`src/rtl/gpio_bank_pkg.sv`:
```
package gpio_bank_pkg;
  typedef enum logic [2:0] {
    SEL_OUT    = 3'd0,
    SEL_DIR    = 3'd1,
    SEL_BLINK  = 3'd2,
    SEL_POL    = 3'd3,
    SEL_DIN    = 3'd4,
    SEL_ECAUSE = 3'd5,
    SEL_EMASK  = 3'd6,
    SEL_LMASK  = 3'd7
  } reg_sel_e;
endpackage

```
`src/rtl/gpio_bank_sync.sv`:
```
module gpio_bank_sync #(
  parameter int W      = 32,
  parameter int STAGES = 2
) (
  input  logic         clk,
  input  logic         rst_n,
  input  logic [W-1:0] d,
  output logic [W-1:0] q
);
  logic [W-1:0] stage_q [STAGES];

  for (genvar s = 0; s < STAGES; s++) begin : g_stage
    if (s == 0) begin : g_first
      always_ff @(posedge clk or negedge rst_n) begin
        if (!rst_n) stage_q[s] <= '0;
        else        stage_q[s] <= d;
      end
    end else begin : g_next
      always_ff @(posedge clk or negedge rst_n) begin
        if (!rst_n) stage_q[s] <= '0;
        else        stage_q[s] <= stage_q[s-1];
      end
    end
  end

  assign q = stage_q[STAGES-1];
endmodule

```
`src/rtl/gpio_bank_blink.sv`:
```
module gpio_bank_blink #(
  parameter int HALF = 1 << 20
) (
  input  logic clk,
  input  logic rst_n,
  output logic phase
);
  localparam int CW = (HALF > 1) ? $clog2(HALF) : 1;
  localparam logic [CW-1:0] LAST = CW'(HALF - 1);

  logic [CW-1:0] cnt_q;

  always_ff @(posedge clk or negedge rst_n) begin
    if (!rst_n) begin
      cnt_q <= '0;
      phase <= 1'b0;
    end else if (cnt_q == LAST) begin
      cnt_q <= '0;
      phase <= ~phase;
    end else begin
      cnt_q <= cnt_q + 1'b1;
    end
  end
endmodule

```
`src/rtl/gpio_bank_irq.sv`:
```
module gpio_bank_irq #(
  parameter int LINES = 32,
  parameter int GROUP = 8,
  localparam int NGRP = LINES / GROUP
) (
  input  logic [LINES-1:0] din,
  input  logic [LINES-1:0] lmask,
  input  logic [LINES-1:0] ecause,
  input  logic [LINES-1:0] emask,
  output logic [NGRP-1:0]  irq
);
  logic [LINES-1:0] line_cause;

  assign line_cause = (din & lmask) | (ecause & emask);

  for (genvar g = 0; g < NGRP; g++) begin : g_grp
    assign irq[g] = |line_cause[g*GROUP +: GROUP];
  end
endmodule

```
`src/rtl/gpio_irq_bank.sv`:
```
module gpio_irq_bank
  import gpio_bank_pkg::*;
#(
  parameter int LINES      = 32,
  parameter int GROUP      = 8,
  parameter int ADDR_W     = 5,
  parameter int BLINK_HALF = 1 << 20,
  localparam int NGRP      = LINES / GROUP
) (
  input  logic              clk,
  input  logic              rst_n,
  input  logic [ADDR_W-1:0] reg_addr,
  input  logic              reg_wr,
  input  logic [LINES-1:0]  reg_wdata,
  output logic [LINES-1:0]  reg_rdata,
  input  logic [LINES-1:0]  pad_in,
  output logic [LINES-1:0]  pad_out,
  output logic [LINES-1:0]  pad_oe,
  output logic [NGRP-1:0]   irq_grp
);
  logic [LINES-1:0] out_q, dir_q, blink_q, pol_q;
  logic [LINES-1:0] din_q, din_prev_q, ecause_q, emask_q, lmask_q;
  logic [LINES-1:0] pad_sync, rise;
  logic             blink_phase;
  reg_sel_e         sel;

  assign sel = reg_sel_e'(reg_addr[2 +: 3]);

  gpio_bank_sync #(.W(LINES), .STAGES(2)) u_sync (
    .clk(clk), .rst_n(rst_n), .d(pad_in), .q(pad_sync)
  );

  gpio_bank_blink #(.HALF(BLINK_HALF)) u_blink (
    .clk(clk), .rst_n(rst_n), .phase(blink_phase)
  );

  // Writable configuration
  always_ff @(posedge clk or negedge rst_n) begin
    if (!rst_n) begin
      out_q   <= '0;
      dir_q   <= '1;
      blink_q <= '0;
      pol_q   <= '0;
      emask_q <= '0;
      lmask_q <= '0;
    end else if (reg_wr) begin
      case (sel)
        SEL_OUT:   out_q   <= reg_wdata;
        SEL_DIR:   dir_q   <= reg_wdata;
        SEL_BLINK: blink_q <= reg_wdata;
        SEL_POL:   pol_q   <= reg_wdata;
        SEL_EMASK: emask_q <= reg_wdata;
        SEL_LMASK: lmask_q <= reg_wdata;
        default: ;
      endcase
    end
  end

  // Polarity-adjusted input and its previous value for edge detection
  always_ff @(posedge clk or negedge rst_n) begin
    if (!rst_n) begin
      din_q      <= '0;
      din_prev_q <= '0;
    end else begin
      din_q      <= pad_sync ^ pol_q;
      din_prev_q <= din_q;
    end
  end

  assign rise = din_q & ~din_prev_q;

  // Sticky edge causes: write-zero clears, a new edge overrides the clear
  always_ff @(posedge clk or negedge rst_n) begin
    if (!rst_n)
      ecause_q <= '0;
    else if (reg_wr && sel == SEL_ECAUSE)
      ecause_q <= (ecause_q & reg_wdata) | rise;
    else
      ecause_q <= ecause_q | rise;
  end

  gpio_bank_irq #(.LINES(LINES), .GROUP(GROUP)) u_irq (
    .din(din_q), .lmask(lmask_q), .ecause(ecause_q), .emask(emask_q),
    .irq(irq_grp)
  );

  assign pad_oe  = ~dir_q;
  assign pad_out = ~dir_q & ((blink_q & {LINES{blink_phase}}) | (~blink_q & out_q));

  always_comb begin
    case (sel)
      SEL_OUT:    reg_rdata = out_q;
      SEL_DIR:    reg_rdata = dir_q;
      SEL_BLINK:  reg_rdata = blink_q;
      SEL_POL:    reg_rdata = pol_q;
      SEL_DIN:    reg_rdata = din_q;
      SEL_ECAUSE: reg_rdata = ecause_q;
      SEL_EMASK:  reg_rdata = emask_q;
      default:    reg_rdata = lmask_q;
    endcase
  end
endmodule

```
`config.mk`:
```
export PLATFORM = sky130hd
export DESIGN_NAME = gpio_irq_bank
export DESIGN_NICKNAME = d
export VERILOG_FILES = /design/src/rtl/gpio_bank_pkg.sv /design/src/rtl/gpio_bank_sync.sv /design/src/rtl/gpio_bank_blink.sv /design/src/rtl/gpio_bank_irq.sv /design/src/rtl/gpio_irq_bank.sv
export SDC_FILE = /design/constraint.sdc
export NUM_CORES = 1
export LEC_CHECK = 0
export BUFFER_PORTS_ARGS = -buffer_cell sky130_fd_sc_hd__buf_2
export CORE_MARGIN = 3
export CORE_UTILIZATION = 23
export DETAILED_ROUTE_END_ITERATION = 7
export MAX_ROUTING_LAYER = met4
export PLACE_DENSITY = 0.41
export SLEW_MARGIN = 20
export SYNTH_ARGS = -nofsm -noshare
export SYNTH_HDL_FRONTEND = slang
export SYNTH_HIERARCHICAL = 1
export SYNTH_SLANG_ARGS = --single-unit
```
`constraint.sdc`:
```
create_clock -name clk -period 1.7 [get_ports clk]
set_input_delay 0.255 -clock clk [delete_from_list [all_inputs] [get_ports clk]]
set_output_delay 0.255 -clock clk [all_outputs]
set_load 0.005 [all_outputs]
```
After elaboration in Yosys (flattened, before gate mapping)
Cells that the tools add are included.

word-level totals
  register bits = 373
  input port bits = 72
  word-level logic and storage cells = 53

cells by class
  add/sub/neg operators = 1
  equality and inequality tests = 8
  mux-type cells = 3
  bitwise gates (word level) = 16
  reductions and logical operators = 12

operators with widths
  kind                     count
  $and A32 B32 Y32         7
  $pmux W32 S7             1
  $or A32 B32 Y32          4
  $not A32 Y32             3
  $mux W32                 1
  $reduce_or A8 Y1         4
  $xor A32 B32 Y32         1
  $add A20 B1 Y20 const B  1
  $eq A20 B20 Y1 const B   1
  $mux W20                 1
  $eq A3 B3 Y1 const B     4
  $reduce_and A2 Y1        6
  $eq A3 B2 Y1 const B     2
  $eq A3 B1 Y1 const B     1
  $logic_not A3 Y1         1
  $logic_and A1 B1 Y1      1
  $not A1 Y1               1

Logic depth before layout (Yosys ltp)
  word-level depth = 4
  depth in mapped cells = 7
  depth with buffers taken out = 5

By module
The synthesis kept the hierarchy.

modules (own cells, without submodules)
  module           instances  cells each  area an instance (µm²)  seq. area each (µm²)
  gpio_irq_bank    1          1056        12892.4                 7247.0
  gpio_bank_sync   1          96          1841.8                  1601.5
  gpio_bank_blink  1          88          985.9                   525.5
  gpio_bank_irq    1          36          405.4                   0.0

Worst setup path after synthesis
OpenSTA, ideal clock, no wires.

  kind = flip-flop to flip-flop
  start = register u_blink.cnt_q[8]
  end = register u_blink.phase
  data arrival time = 1.522 ns
  data required time = 1.625 ns
  path slack = 0.102 ns
  stages on the path, launching flop included = 6
  path buffers = 1
  period minus slack after synthesis = 1.598 ns
  cell sequence = dfrtp_1 -> nand4_2 -> or4b_4 -> nor4_4 -> buf_6 -> xor2_2

on the way
  cells in the longest elaborated chain, start to end = 1

RTL lines
  element                   line                   text
  start: declaration        gpio_bank_blink.sv:11  logic [CW-1:0] cnt_q;
  start signal: assignment  gpio_bank_blink.sv:21  cnt_q <= cnt_q + 1'b1;
  $eq A20 B20 Y1            gpio_bank_blink.sv:17  end else if (cnt_q == LAST) begin
  end signal: assignment    gpio_bank_blink.sv:19  phase <= ~phase;
  end: declaration          gpio_bank_blink.sv:6   output logic phase

No other way between the ends.
A chain may end at the register's enable or synchronous reset.

Worst setup path after layout
  start = register emask_q[17]
  end = output irq_grp[2]

on the way
  cells in the longest elaborated chain, start to end = 3

RTL lines
  element                   line                 text
  start: declaration        gpio_irq_bank.sv:22  logic [LINES-1:0] din_q, din_prev_q, ecause_q, emask_q, lmask_q;
  start signal: assignment  gpio_irq_bank.sv:52  SEL_EMASK: emask_q <= reg_wdata;
  $and A32 B32 Y32          gpio_bank_irq.sv:14  assign line_cause = (din & lmask) | (ecause & emask);
  $or A32 B32 Y32           gpio_bank_irq.sv:14
  $reduce_or A8 Y1          gpio_bank_irq.sv:17  assign irq[g] = |line_cause[g*GROUP +: GROUP];
  end: declaration          gpio_irq_bank.sv:19  output logic [NGRP-1:0] irq_grp

No other way between the ends.

==> impl_results.md <==
* Status: complete, but fails checks
* Failing checks: setup timing
* Detailed placer's ending HPWL at 37500 µm
* Clock Sinks at around 370
* Seq/Total Area, Yosys at 0.581
* EDFF count, synth at 0
* Buffers on Ports at 169
* Capturing element type of the critical path: primary output
* Top cell type by total area after synthesis: dfrtp_1
* Synth Flop Type: dfrtp_1
* Leak pwr at 9.72 nW
* Setup CP Type: register to primary output
* Initial antenna violation count at 1
* Final antenna-violating net count at 0
* Die Ht at roughly 270 µm
* Clk Latency, worst-skew pair at 590 ps
* Peak supply drop at 574 µV
* Fmax at 455 MHz
* Finish-stage setup viols at 69
* Clk slew on worst S/H paths at 60 ps
* Worst EP arrival at about 1900 ps
* Post-route insts no fill at around 2600
* Flops & latches, synth at 373
* Pwr/cell area at 1220 nW/µm²
* CTS Buffer Depth at 3
* Synth top area cells: dfrtp_1, mux2_2, dfstp_2
* Req. time, crit path at 1440 ps
* Max cap viols at 0
* Post-synthesis cell count at 1276
* Slew Limit Fails at 0
* Startpoint types: register
* Hold Fails Final Rpt at 0
* Worst-margin pin slew at 391 ps
* Worst slew margin at 0.739
* Net count after synthesis at 1349
* Die W at 271 µm
* Vias in the first global route at 12300
* Unrepaired setup endpoints after global routing: yes
* DR WL/cell at 20.4 µm
* Die Footprint at 73300 µm²
* Ant diodes at 0
* Crit Path Max Fanout at 2
* Vias per cell at 4.38
* TritonCTS buffer count at 46
* CTS HTree Levels at 2
* Synthesized area at 16100 µm²
* Async set or reset register ratio after synthesis at 1.00
* Core Area at 69100 µm²
* Setup WS post-layout at -496 ps
* Min Clock Period, post-route at 2200 ps
* Final core occ at 0.323
* Total Wirelength at between 50000 and 60000 µm
* IO Count at 172
* Post-Place Cells at between 2000 and 2500
* First-pass GRT wire length at 81800 µm
* Min Hold Slack at approximately 28 ps
* Worst min path class: primary input to register
* DP Area at ~19000 µm²
* Starting Density at 0.233
* Vias at ~12000
* Most frequent cell after synthesis: dfrtp_1
* Met1 WL at 25500 µm
* Synth-to-Final Area Change at 38.5%
* Area share of the largest cell type after synthesis at 0.529
* Share of cells above drive strength 1 at 0.463
* Routed wl met3 at 1830 µm
* Top cells by count, synth: dfrtp_1, mux2_2, o21ai_0
* # DRC at 0
* Pin count of the biggest net entering global routing at 67
* Clock skew at 21.1 ps
* TritonCTS clock tree: yes
* GP Congestion at slightly above 0.8
* Top sig layer: met4
* Routed wl met2 at 25400 µm
* Synth cell types at 54
* Avg Inst Size Synth at 12.6 µm²
* Final #Nets at 1736
* Yosys warnings at 6
* Post-Layout Inst Area at approximately 22000 µm²
* Final TNS setup at -16070 ps
* Clock Root Buffer: clkbuf_16
* Grt ovf at 0
* Initial DRC count at 569
* Final worst path period share at 1.29
* 1st-pass router iterations at 4
* GRT Total Usage at 0.151
* Rows at 96
==> what timing repair did <==
item / 4_1_cts / 5_1_grt
endpoints found under the hold margin: 347 / 0
resized for setup: 98 / 76
gates cloned: 2 / 1
pin swaps: 60 / 33
buffers inserted: 56 / 20
endpoints found under the setup margin: 78 / 89
hold buffers: 50 / 0
==> layout by cell type, fill, tap and decap left out, types with 32 or more instances in the layout <==
| master | synthesis | routed |
|---|---|---|
| dfrtp_1 | 341 | 332 |
| nor2_1 | 61 | 50 |
| buf_2 | 33 | 162 |
| inv_1 | 66 | 60 |
| buf_12 | 0 | 35 |
| o21ai_1 | 9 | 36 |
| dfstp_2 | 32 | 32 |
| buf_4 | 45 | 147 |
| mux2_2 | 189 | 189 |
| mux2i_1 | 62 | 36 |
| clkbuf_16 | 0 | 48 |
| xor2_1 | 36 | 36 |
| buf_6 | 4 | 33 |
| o21ai_0 | 115 | 84 |
| nand2_1 | 68 | 68 |
| dlygate4sd3_1 | 0 | 50 |
==> final timing paths <==
kind | cells after the start | end | startpoint | slack [ps]
setup / recovery | 5 | irq_grp[2] | emask_q[17]$_DFFE_PN0P_ | -500
hold / removal | 2 | emask_q[7]$_DFFE_PN0P_ | reg_wdata[7] | 30
setup reg to reg | 6 | u_blink/phase$_DFFE_PN0N_ | u_blink/cnt_q[10]$_DFF_PN0_ | -10
hold reg to reg | 0 | u_sync/q[4]$_DFF_PN0_ | u_sync/stage_q[36]$_DFF_PN0_ | 340
max in group asynchronous | 4 | dir_q[26]$_DFFE_PN1P_ | rst_n | 770
min in group asynchronous | 2 | blink_q[23]$_DFFE_PN0P_ | rst_n | 120
==> report_power, final <==
part           switching (mW)  leakage (nW)  internal [mW]
clock network            3.90         0.750           5.83
registers                1.52          4.31           10.6
logic                    2.30          4.66           3.07
total                    7.72          9.72           19.5
==> through the flow <==
| step | setup WS [ps] | total power [mW] |
|---|---|---|
| detailed placement | -323 | 16.6 |
| CTS | -592 | 27.4 |
| global route | -624 | 28.7 |
| finish | -496 | 27.2 |
| global placement | -313 | 16.6 |
| floorplan | 102 | 14.2 |
==> state kept, by name (all words and copies together) (netlist names) <==
name / cells
out_q: 32
lmask_q: 32
u_sync/q: 32
emask_q: 32
din_q: 32
ecause_q: 32
u_blink/cnt_q: 20
dir_q: 32
din_prev_q: 32
blink_q: 32
u_sync/stage_q: 32
pol_q: 32
u_blink/phase: 1
==> layer usage <==
metal | GRT usage | up-vias
met5 | - | -
met4 | 0.0406 | 0
met3 | 0.0205 | 68
met2 | 0.238 | 226
met1 | 0.204 | 5943
li1 | - | 5283
==> critical path: stages, from the launching register on <==
cell	delay, ps
dfrtp_1	410
a22o_1	250
a221oi_4	240
buf_4	160
nand4_1	120
buf_2	180
==> cells by family after synthesis <==
group	Yosys count	share of synthesized area
adders and majority gates	1	0.000776
buffers and inverters	160	0.0521
DFF	373	0.581
AOI/OAI and AO/OA	252	0.108
muxes	258	0.176
and+or+nand+nor	183	0.0544
xor gates and xnor gates	49	0.0271
==> layout make-up <==
cell class | count | area, µm²
fillers | 6981 | 46700
multi-input cells | 743 | 6430
repair buffers | 432 | 3600
inverters | 67 | 251
flip-flops and latches | 373 | 9390
clock buffers | 75 | 1410
clock inverters | 11 | 98.8
well taps | 931 | 1160
Power figures use the tool's default switching activity.
